--- src/rtl/phy_acc_pkg.sv ---
package phy_acc_pkg;

    localparam int WORD_W  = 32;
    localparam int FIELD_W = 16;
    localparam int STB_W   = 4;
    localparam int ACK_POS = 16;

    localparam logic [STB_W-1:0] STB_NONE = 4'b0000;
    localparam logic [STB_W-1:0] STB_CAPA = 4'b0001;
    localparam logic [STB_W-1:0] STB_CAPD = 4'b0010;
    localparam logic [STB_W-1:0] STB_WR   = 4'b0100;
    localparam logic [STB_W-1:0] STB_RD   = 4'b1000;

    typedef enum logic [3:0] {
        ST_IDLE,
        ST_ADDR_SET,
        ST_ADDR_CAP,
        ST_ADDR_REL,
        ST_DATA_SET,
        ST_DATA_CAP,
        ST_DATA_REL,
        ST_WR_STB,
        ST_WR_REL,
        ST_RD_STB,
        ST_RD_REL
    } seq_state_e;

    typedef struct packed {
        logic               write;
        logic [FIELD_W-1:0] addr;
        logic [FIELD_W-1:0] wdata;
    } phy_req_t;

    function automatic logic [WORD_W-1:0] ctrl_word(logic [FIELD_W-1:0] field,
                                                    logic [STB_W-1:0]   stb);
        return {{(WORD_W-FIELD_W-STB_W){1'b0}}, stb, field};
    endfunction

    function automatic logic is_wait(seq_state_e s);
        return (s == ST_ADDR_CAP) || (s == ST_ADDR_REL) || (s == ST_DATA_CAP) ||
               (s == ST_DATA_REL) || (s == ST_WR_STB)   || (s == ST_WR_REL)   ||
               (s == ST_RD_STB)   || (s == ST_RD_REL);
    endfunction

    function automatic logic ack_goal(seq_state_e s);
        return (s == ST_ADDR_CAP) || (s == ST_DATA_CAP) ||
               (s == ST_WR_STB)   || (s == ST_RD_STB);
    endfunction

endpackage

--- src/rtl/phy_acc_poll.sv ---
module phy_acc_poll #(
    parameter int POLL_GAP  = 4,
    parameter int MAX_POLLS = 10
) (
    input  logic clk,
    input  logic rst,
    input  logic active,
    input  logic target,
    input  logic ack,
    output logic hit,
    output logic expire
);
    localparam int GW = (POLL_GAP > 1) ? $clog2(POLL_GAP) : 1;
    localparam int PW = $clog2(MAX_POLLS + 1);

    logic [GW-1:0] gap_cnt;
    logic [PW-1:0] poll_cnt;
    logic          sample;

    assign sample = active && (gap_cnt == GW'(POLL_GAP - 1));
    assign hit    = sample && (ack == target);
    assign expire = sample && (ack != target) && (poll_cnt == PW'(MAX_POLLS - 1));

    always_ff @(posedge clk) begin
        if (rst || !active || hit || expire) begin
            gap_cnt  <= '0;
            poll_cnt <= '0;
        end else if (sample) begin
            gap_cnt  <= '0;
            poll_cnt <= poll_cnt + 1'b1;
        end else begin
            gap_cnt  <= gap_cnt + 1'b1;
        end
    end

    // a wait never takes more samples than allowed
    a_r7_poll_bound: assert property (@(posedge clk) disable iff (rst)
        poll_cnt < PW'(MAX_POLLS));

    // counters restart when the engine leaves a wait
    a_r7_idle_clear: assert property (@(posedge clk) disable iff (rst)
        !active |=> (poll_cnt == '0));

endmodule

--- src/rtl/phy_acc_seq.sv ---
module phy_acc_seq
    import phy_acc_pkg::*;
(
    input  logic               clk,
    input  logic               rst,
    input  logic               req_valid,
    output logic               req_ready,
    input  phy_req_t           req,
    output logic               rsp_valid,
    output logic [FIELD_W-1:0] rsp_rdata,
    output logic               rsp_err,
    output logic [WORD_W-1:0]  phy_ctrl,
    input  logic [FIELD_W-1:0] stat_data,
    output logic               wait_active,
    output logic               wait_target,
    input  logic               ack_hit,
    input  logic               ack_expire
);
    seq_state_e state;
    phy_req_t   req_q;

    assign req_ready   = (state == ST_IDLE);
    assign wait_active = is_wait(state);
    assign wait_target = ack_goal(state);

    always_ff @(posedge clk) begin
        if (rst) begin
            state     <= ST_IDLE;
            req_q     <= '0;
            phy_ctrl  <= '0;
            rsp_valid <= 1'b0;
            rsp_rdata <= '0;
            rsp_err   <= 1'b0;
        end else begin
            rsp_valid <= 1'b0;
            if (ack_expire) begin
                phy_ctrl  <= '0;
                rsp_valid <= 1'b1;
                rsp_err   <= 1'b1;
                rsp_rdata <= '0;
                state     <= ST_IDLE;
            end else begin
                case (state)
                    ST_IDLE: if (req_valid) begin
                        req_q    <= req;
                        phy_ctrl <= ctrl_word(req.addr, STB_NONE);
                        state    <= ST_ADDR_SET;
                    end
                    ST_ADDR_SET: begin
                        phy_ctrl <= ctrl_word(req_q.addr, STB_CAPA);
                        state    <= ST_ADDR_CAP;
                    end
                    ST_ADDR_CAP: if (ack_hit) begin
                        phy_ctrl <= ctrl_word(req_q.addr, STB_NONE);
                        state    <= ST_ADDR_REL;
                    end
                    ST_ADDR_REL: if (ack_hit) begin
                        if (req_q.write) begin
                            phy_ctrl <= ctrl_word(req_q.wdata, STB_NONE);
                            state    <= ST_DATA_SET;
                        end else begin
                            phy_ctrl <= ctrl_word('0, STB_RD);
                            state    <= ST_RD_STB;
                        end
                    end
                    ST_DATA_SET: begin
                        phy_ctrl <= ctrl_word(req_q.wdata, STB_CAPD);
                        state    <= ST_DATA_CAP;
                    end
                    ST_DATA_CAP: if (ack_hit) begin
                        phy_ctrl <= ctrl_word(req_q.wdata, STB_NONE);
                        state    <= ST_DATA_REL;
                    end
                    ST_DATA_REL: if (ack_hit) begin
                        phy_ctrl <= ctrl_word('0, STB_WR);
                        state    <= ST_WR_STB;
                    end
                    ST_WR_STB: if (ack_hit) begin
                        phy_ctrl <= ctrl_word(req_q.wdata, STB_NONE);
                        state    <= ST_WR_REL;
                    end
                    ST_WR_REL: if (ack_hit) begin
                        phy_ctrl  <= '0;
                        rsp_valid <= 1'b1;
                        rsp_err   <= 1'b0;
                        rsp_rdata <= '0;
                        state     <= ST_IDLE;
                    end
                    ST_RD_STB: if (ack_hit) begin
                        rsp_rdata <= stat_data;
                        phy_ctrl  <= '0;
                        state     <= ST_RD_REL;
                    end
                    ST_RD_REL: if (ack_hit) begin
                        rsp_valid <= 1'b1;
                        rsp_err   <= 1'b0;
                        state     <= ST_IDLE;
                    end
                    default: state <= ST_IDLE;
                endcase
            end
        end
    end

    // never more than one strobe in the control word
    a_r2_one_strobe: assert property (@(posedge clk) disable iff (rst)
        $onehot0(phy_ctrl[19:16]));

    // the write strobe travels with an empty field
    a_r5_wr_alone: assert property (@(posedge clk) disable iff (rst)
        phy_ctrl[18] |-> (phy_ctrl[15:0] == '0));

    // the read strobe travels with an empty field
    a_r6_rd_alone: assert property (@(posedge clk) disable iff (rst)
        phy_ctrl[19] |-> (phy_ctrl[15:0] == '0));

    // an error response leaves the control word cleared
    a_r8_err_clears: assert property (@(posedge clk) disable iff (rst)
        (rsp_valid && rsp_err) |-> (phy_ctrl == '0));

    // acceptance closes the request port
    a_r9_busy: assert property (@(posedge clk) disable iff (rst)
        (req_valid && req_ready) |=> !req_ready);

    // the response is a single-cycle pulse
    a_r10_pulse: assert property (@(posedge clk) disable iff (rst)
        rsp_valid |=> !rsp_valid);

endmodule

--- src/rtl/phy_acc_engine.sv ---
module phy_acc_engine
    import phy_acc_pkg::*;
#(
    parameter int POLL_GAP  = 4,
    parameter int MAX_POLLS = 10
) (
    input  logic        clk,
    input  logic        rst,
    input  logic        req_valid,
    output logic        req_ready,
    input  logic        req_write,
    input  logic [15:0] req_addr,
    input  logic [15:0] req_wdata,
    output logic        rsp_valid,
    output logic [15:0] rsp_rdata,
    output logic        rsp_err,
    output logic [31:0] phy_ctrl,
    input  logic [31:0] phy_stat
);
    phy_req_t req;
    logic     wait_active, wait_target, ack_hit, ack_expire;
    logic     unused_stat_hi;

    assign req            = '{write: req_write, addr: req_addr, wdata: req_wdata};
    assign unused_stat_hi = ^phy_stat[WORD_W-1:ACK_POS+1];

    phy_acc_seq u_seq (
        .clk         (clk),
        .rst         (rst),
        .req_valid   (req_valid),
        .req_ready   (req_ready),
        .req         (req),
        .rsp_valid   (rsp_valid),
        .rsp_rdata   (rsp_rdata),
        .rsp_err     (rsp_err),
        .phy_ctrl    (phy_ctrl),
        .stat_data   (phy_stat[FIELD_W-1:0]),
        .wait_active (wait_active),
        .wait_target (wait_target),
        .ack_hit     (ack_hit),
        .ack_expire  (ack_expire)
    );

    phy_acc_poll #(
        .POLL_GAP  (POLL_GAP),
        .MAX_POLLS (MAX_POLLS)
    ) u_poll (
        .clk    (clk),
        .rst    (rst),
        .active (wait_active),
        .target (wait_target),
        .ack    (phy_stat[ACK_POS]),
        .hit    (ack_hit),
        .expire (ack_expire)
    );

endmodule

--- config.mk ---
export PLATFORM = sky130hd
export DESIGN_NAME = phy_acc_engine
export DESIGN_NICKNAME = d
export VERILOG_FILES = /design/src/rtl/phy_acc_pkg.sv /design/src/rtl/phy_acc_poll.sv /design/src/rtl/phy_acc_seq.sv /design/src/rtl/phy_acc_engine.sv
export SDC_FILE = /design/constraint.sdc
export NUM_CORES = 1
export LEC_CHECK = 0
export ABC_AREA = 0
export BUFFER_PORTS_ARGS = -buffer_cell sky130_fd_sc_hd__buf_4
export CAP_MARGIN = 5
export CORE_MARGIN = 2
export CORE_UTILIZATION = 24
export CTS_BUF_LIST = sky130_fd_sc_hd__clkbuf_4
export CTS_CLUSTER_DIAMETER = 50
export CTS_CLUSTER_SIZE = 40
export DETAILED_ROUTE_END_ITERATION = 7
export PLACE_DENSITY_LB_ADDON = 0.3
export SETUP_SLACK_MARGIN = 0.4
export SLEW_MARGIN = 15
export SYNTH_ARGS = -nofsm -noshare
export SYNTH_HDL_FRONTEND = slang
export SYNTH_SLANG_ARGS = --single-unit
--- constraint.sdc ---
create_clock -name clk -period 3.9 [get_ports clk]
set_input_delay 0.195 -clock clk [delete_from_list [all_inputs] [get_ports clk]]
set_output_delay 0.195 -clock clk [all_outputs]
set_load 0.01 [all_outputs]
==> summary.md <==
| Metric | Value |
|---|---|
| Post-CTS Resized | `0` |
| Die area | `16,200 um^2` |
| Yosys reg bits | `81` |
| Clk slew on worst S/H paths | `0.15 ns` |
| Fin. Hold Viols | `0` |
| DP Wirelength | `6750 um` |
| Largest fanout on the critical path | `29` |
| R2R Path Start | `u_seq.state[3]` |
| Synth area leaders | `dfxtp_1 (44%), nand2_1 (9.8%), a21oi_1 (8.1%), a211oi_2 (5.5%), a222oi_1 (4.4%)` |
| Die height | `127 um` |
| Num CTS Buffers | `9` |
| Mapped cell area | `3640 um^2` |
| Combinational power share | `29.4%` |
| Worst setup path startpoint | `u_seq.state[3]` |
| Nature of the critical path endpoint | `register` |
| Status | `completed` |
| CTS Hold Bufs | `49` |
| FP Rows | `45` |
| Sequential share of power | `48.1%` |
| Number of port buffers | `91` |
| EDFF count, synth | `0` |
| CTS root buffer | `clkbuf_4` |
| Die width | `127 um` |
| WL final | `10,700 um` |
| Number of global-route vias before repair | `3,416` |
| NumNets Final | `630` |
| WS Path Type | `reg2reg` |
| First DRT Iteration DRCs | `241` |
| Peak VDD IR | `0.141 mV` |
| Placement Setup Slack | `1.05 ns` |
| Initial Utilization | `24.2%` |
| Setup TNS | `0 ns` |
| Most frequent cells in the layout | `buf_4 (99), nand2_1 (94), dfxtp_1 (81), a21oi_1 (59), dlygate4sd3_1 (49)` |
| Clock network power share | `22.5%` |
| TritonRoute pass-1 iters | `8` |
| First-pass GRT wire length | `16,800 um` |
| R2R Setup Slk | `1.07 ns` |
| PnR Total Power | `2.02 mW` |
| Tightest Pin Transition | `1.00 ns` |
| Slew Limit Fails | `0` |
| Switching Fraction | `35.1%` |
| Switching pwr | `0.711 mW` |
| Async SR Flop Fraction | `0%` |
| Worst-case hold path end point | `u_seq.req_q[28]` |
| Mapped Cells | `435` |
| Synth warnings | `0` |
| Final cycle utilization of the critical path | `72.5%` |
| Worst skew pair latency | `0.46 ns` |
| WP data required | `4.25 ns` |
| Largest net degree at the start of global routing | `38` |
| Pint | `1.31 mW` |
| Global route overflow | `0` |
| Gp weighted congestion | `0.791` |
| Ant. Diodes | `0` |
| GR Util All Layers | `13.1%` |
| Synth Flop Type | `dfxtp_1` |
| Post-synth top area cell | `dfxtp_1` |
| Clk sinks | `81` |
| Power Density | `401 nW/um^2` |
| Vias | `3,564` |
| Ports | `119` |
| Maximum clock rate | `354 MHz` |
| Mean post-synth cell area | `8.38 um^2` |
| CTS tree | `built` |
| Mean number of vias per cell | `4.74` |
| RSZ-0062 raised after global routing | `false` |
| Crit path launch type | `register` |
| Residual DRC | `0` |
| Commonest non-fill, non-tap cell in the layout | `buf_4` |
| Worst Path Arrival | `3.17 ns` |
| Longest Clk Path Bufs | `2` |
| Core ar. | `15,000 um^2` |
| Max-cap viol count | `0` |
| Slew margin rel. | `33.0%` |
| Share of post-route cells with drive strength above 1 | `25.0%` |
| Tmin final | `2.83 ns` |
| Min-delay src | `rst` |
| WHS Path Cells | `2` |
| Worst reg2reg path endpoint | `u_seq.rsp_rdata[3]` |
| Worst min path class | `in2reg` |
| Initial antenna violation count | `0` |
| Area growth, synth to finish | `38.5%` |
| Final number of setup-violating endpoints | `0` |
| Leakage | `1.97 nW` |
| Fill cells | `1,571` |
| H-tree depth | `3` |
| Avg WL per Cell | `14.2 um` |
| Clock Skew | `0.0252 ns` |
| DRT antenna net count | `0` |
| Sequential area share after synthesis | `44.5%` |
| Worst Reg2Reg Path Length in Cells | `5` |
| Synth top area share | `44.5%` |
| Distinct cells, synth | `47` |
| Worst Slack Setup Final | `1.07 ns` |
| Post-CTS Setup Bufs | `0` |
worst max-delay path: stages (launching register included):
cell and delay, ns:
dfxtp_1 0.85, a211oi_1 0.17, a211oi_2 0.54, a41o_2 0.79, buf_4 0.32, a21oi_1 0.06
power groups by stage:
stage / clock [mW] / combinational [mW] / sequential (mW)
CTS: 0.485 / 0.601 / 0.973
detailed placement: 0 / 0.560 / 0.992
floorplan: 0 / 0.363 / 0.986
global route: 0.524 / 0.655 / 0.985
global placement: 0 / 0.548 / 0.989
finish: 0.456 / 0.595 / 0.973
cell type report:
cell class / instances / area (um^2) / area share, %
sequential: 81 / 1620 / 32.1
tap: 188 / 235 / 4.66
inverter: 6 / 22.5 / 0.446
timing repair buffer: 148 / 1230 / 24.4
multi-input combinational: 313 / 1820 / 36.0
clock inverter: 7 / 52.6 / 1.04
clock buffer: 9 / 67.6 / 1.34
routing by layer:
layer  track usage, %  part of all wire [%]  vias up
met5                0                     0        -
met3             3.85                   4.3        7
met1             15.6                    45     1700
li1                 -                     -     1764
met2             22.7                    50       93
met4             3.81                   1.2        0
cells in the mapped netlist (all sizes together), types with 2 or more instances:
cell	instances
nand3	18
xor2	2
dfxtp	81
o21ai	8
inv	6
ha	3
nand4	4
and3b	3
or4	5
a211o	2
buf	30
a22oi	2
a21oi	60
a222oi	16
nand2b	4
xnor2	3
nand2	95
nor2	31
nor4bb	2
a211oi	21
nor3	6
clkbuf	16
registers in the layout, summed over array words and instances, names as in the netlist:
signal / count
u_seq.req_q: 33
u_seq.phy_ctrl: 20
u_seq.rsp_rdata: 16
u_poll.poll_cnt: 4
u_seq.state: 4
u_poll.gap_cnt: 2
u_seq.rsp_err: 1
u_seq.rsp_valid: 1
cells by family (layout without fill, tap and decap cells):
family          count (synthesis)  in the layout  share of synthesized area, %
compound gates                115            115                          22.9
xor+xnor                        6              6                          1.85
fa+ha+maj                       3              3                          1.03
buf+inv                        52            170                          7.48
flops                          81             81                          44.5
mux                             1              1                         0.275
other cells                     1             12                         0.103
simple gates                  176            176                          21.9
per-stage QoR:
step           instances  cell area (um^2)  hold WS, ns  util [%]
2_1_floorplan        446              3690        0.331         -
3_3_place_gp         687              4440        0.417      29.5
3_5_place_dp         687              4440        0.428      29.5
4_1_cts              752              5050        0.131      33.6
5_1_grt              752              5050        0.134      33.6
6_report             752              5050        0.174      33.6
worst max path at each step:
stage,to,cells after the start
global placement,u_seq.rsp_rdata[3],5
global route,u_seq.rsp_rdata[6],5
floorplan,u_seq.rsp_rdata[0],7
finish,u_seq.rsp_rdata[3],5
detailed placement,u_seq.rsp_rdata[15],5
CTS,u_seq.rsp_rdata[9],5
(Power assumes the default switching activity.)
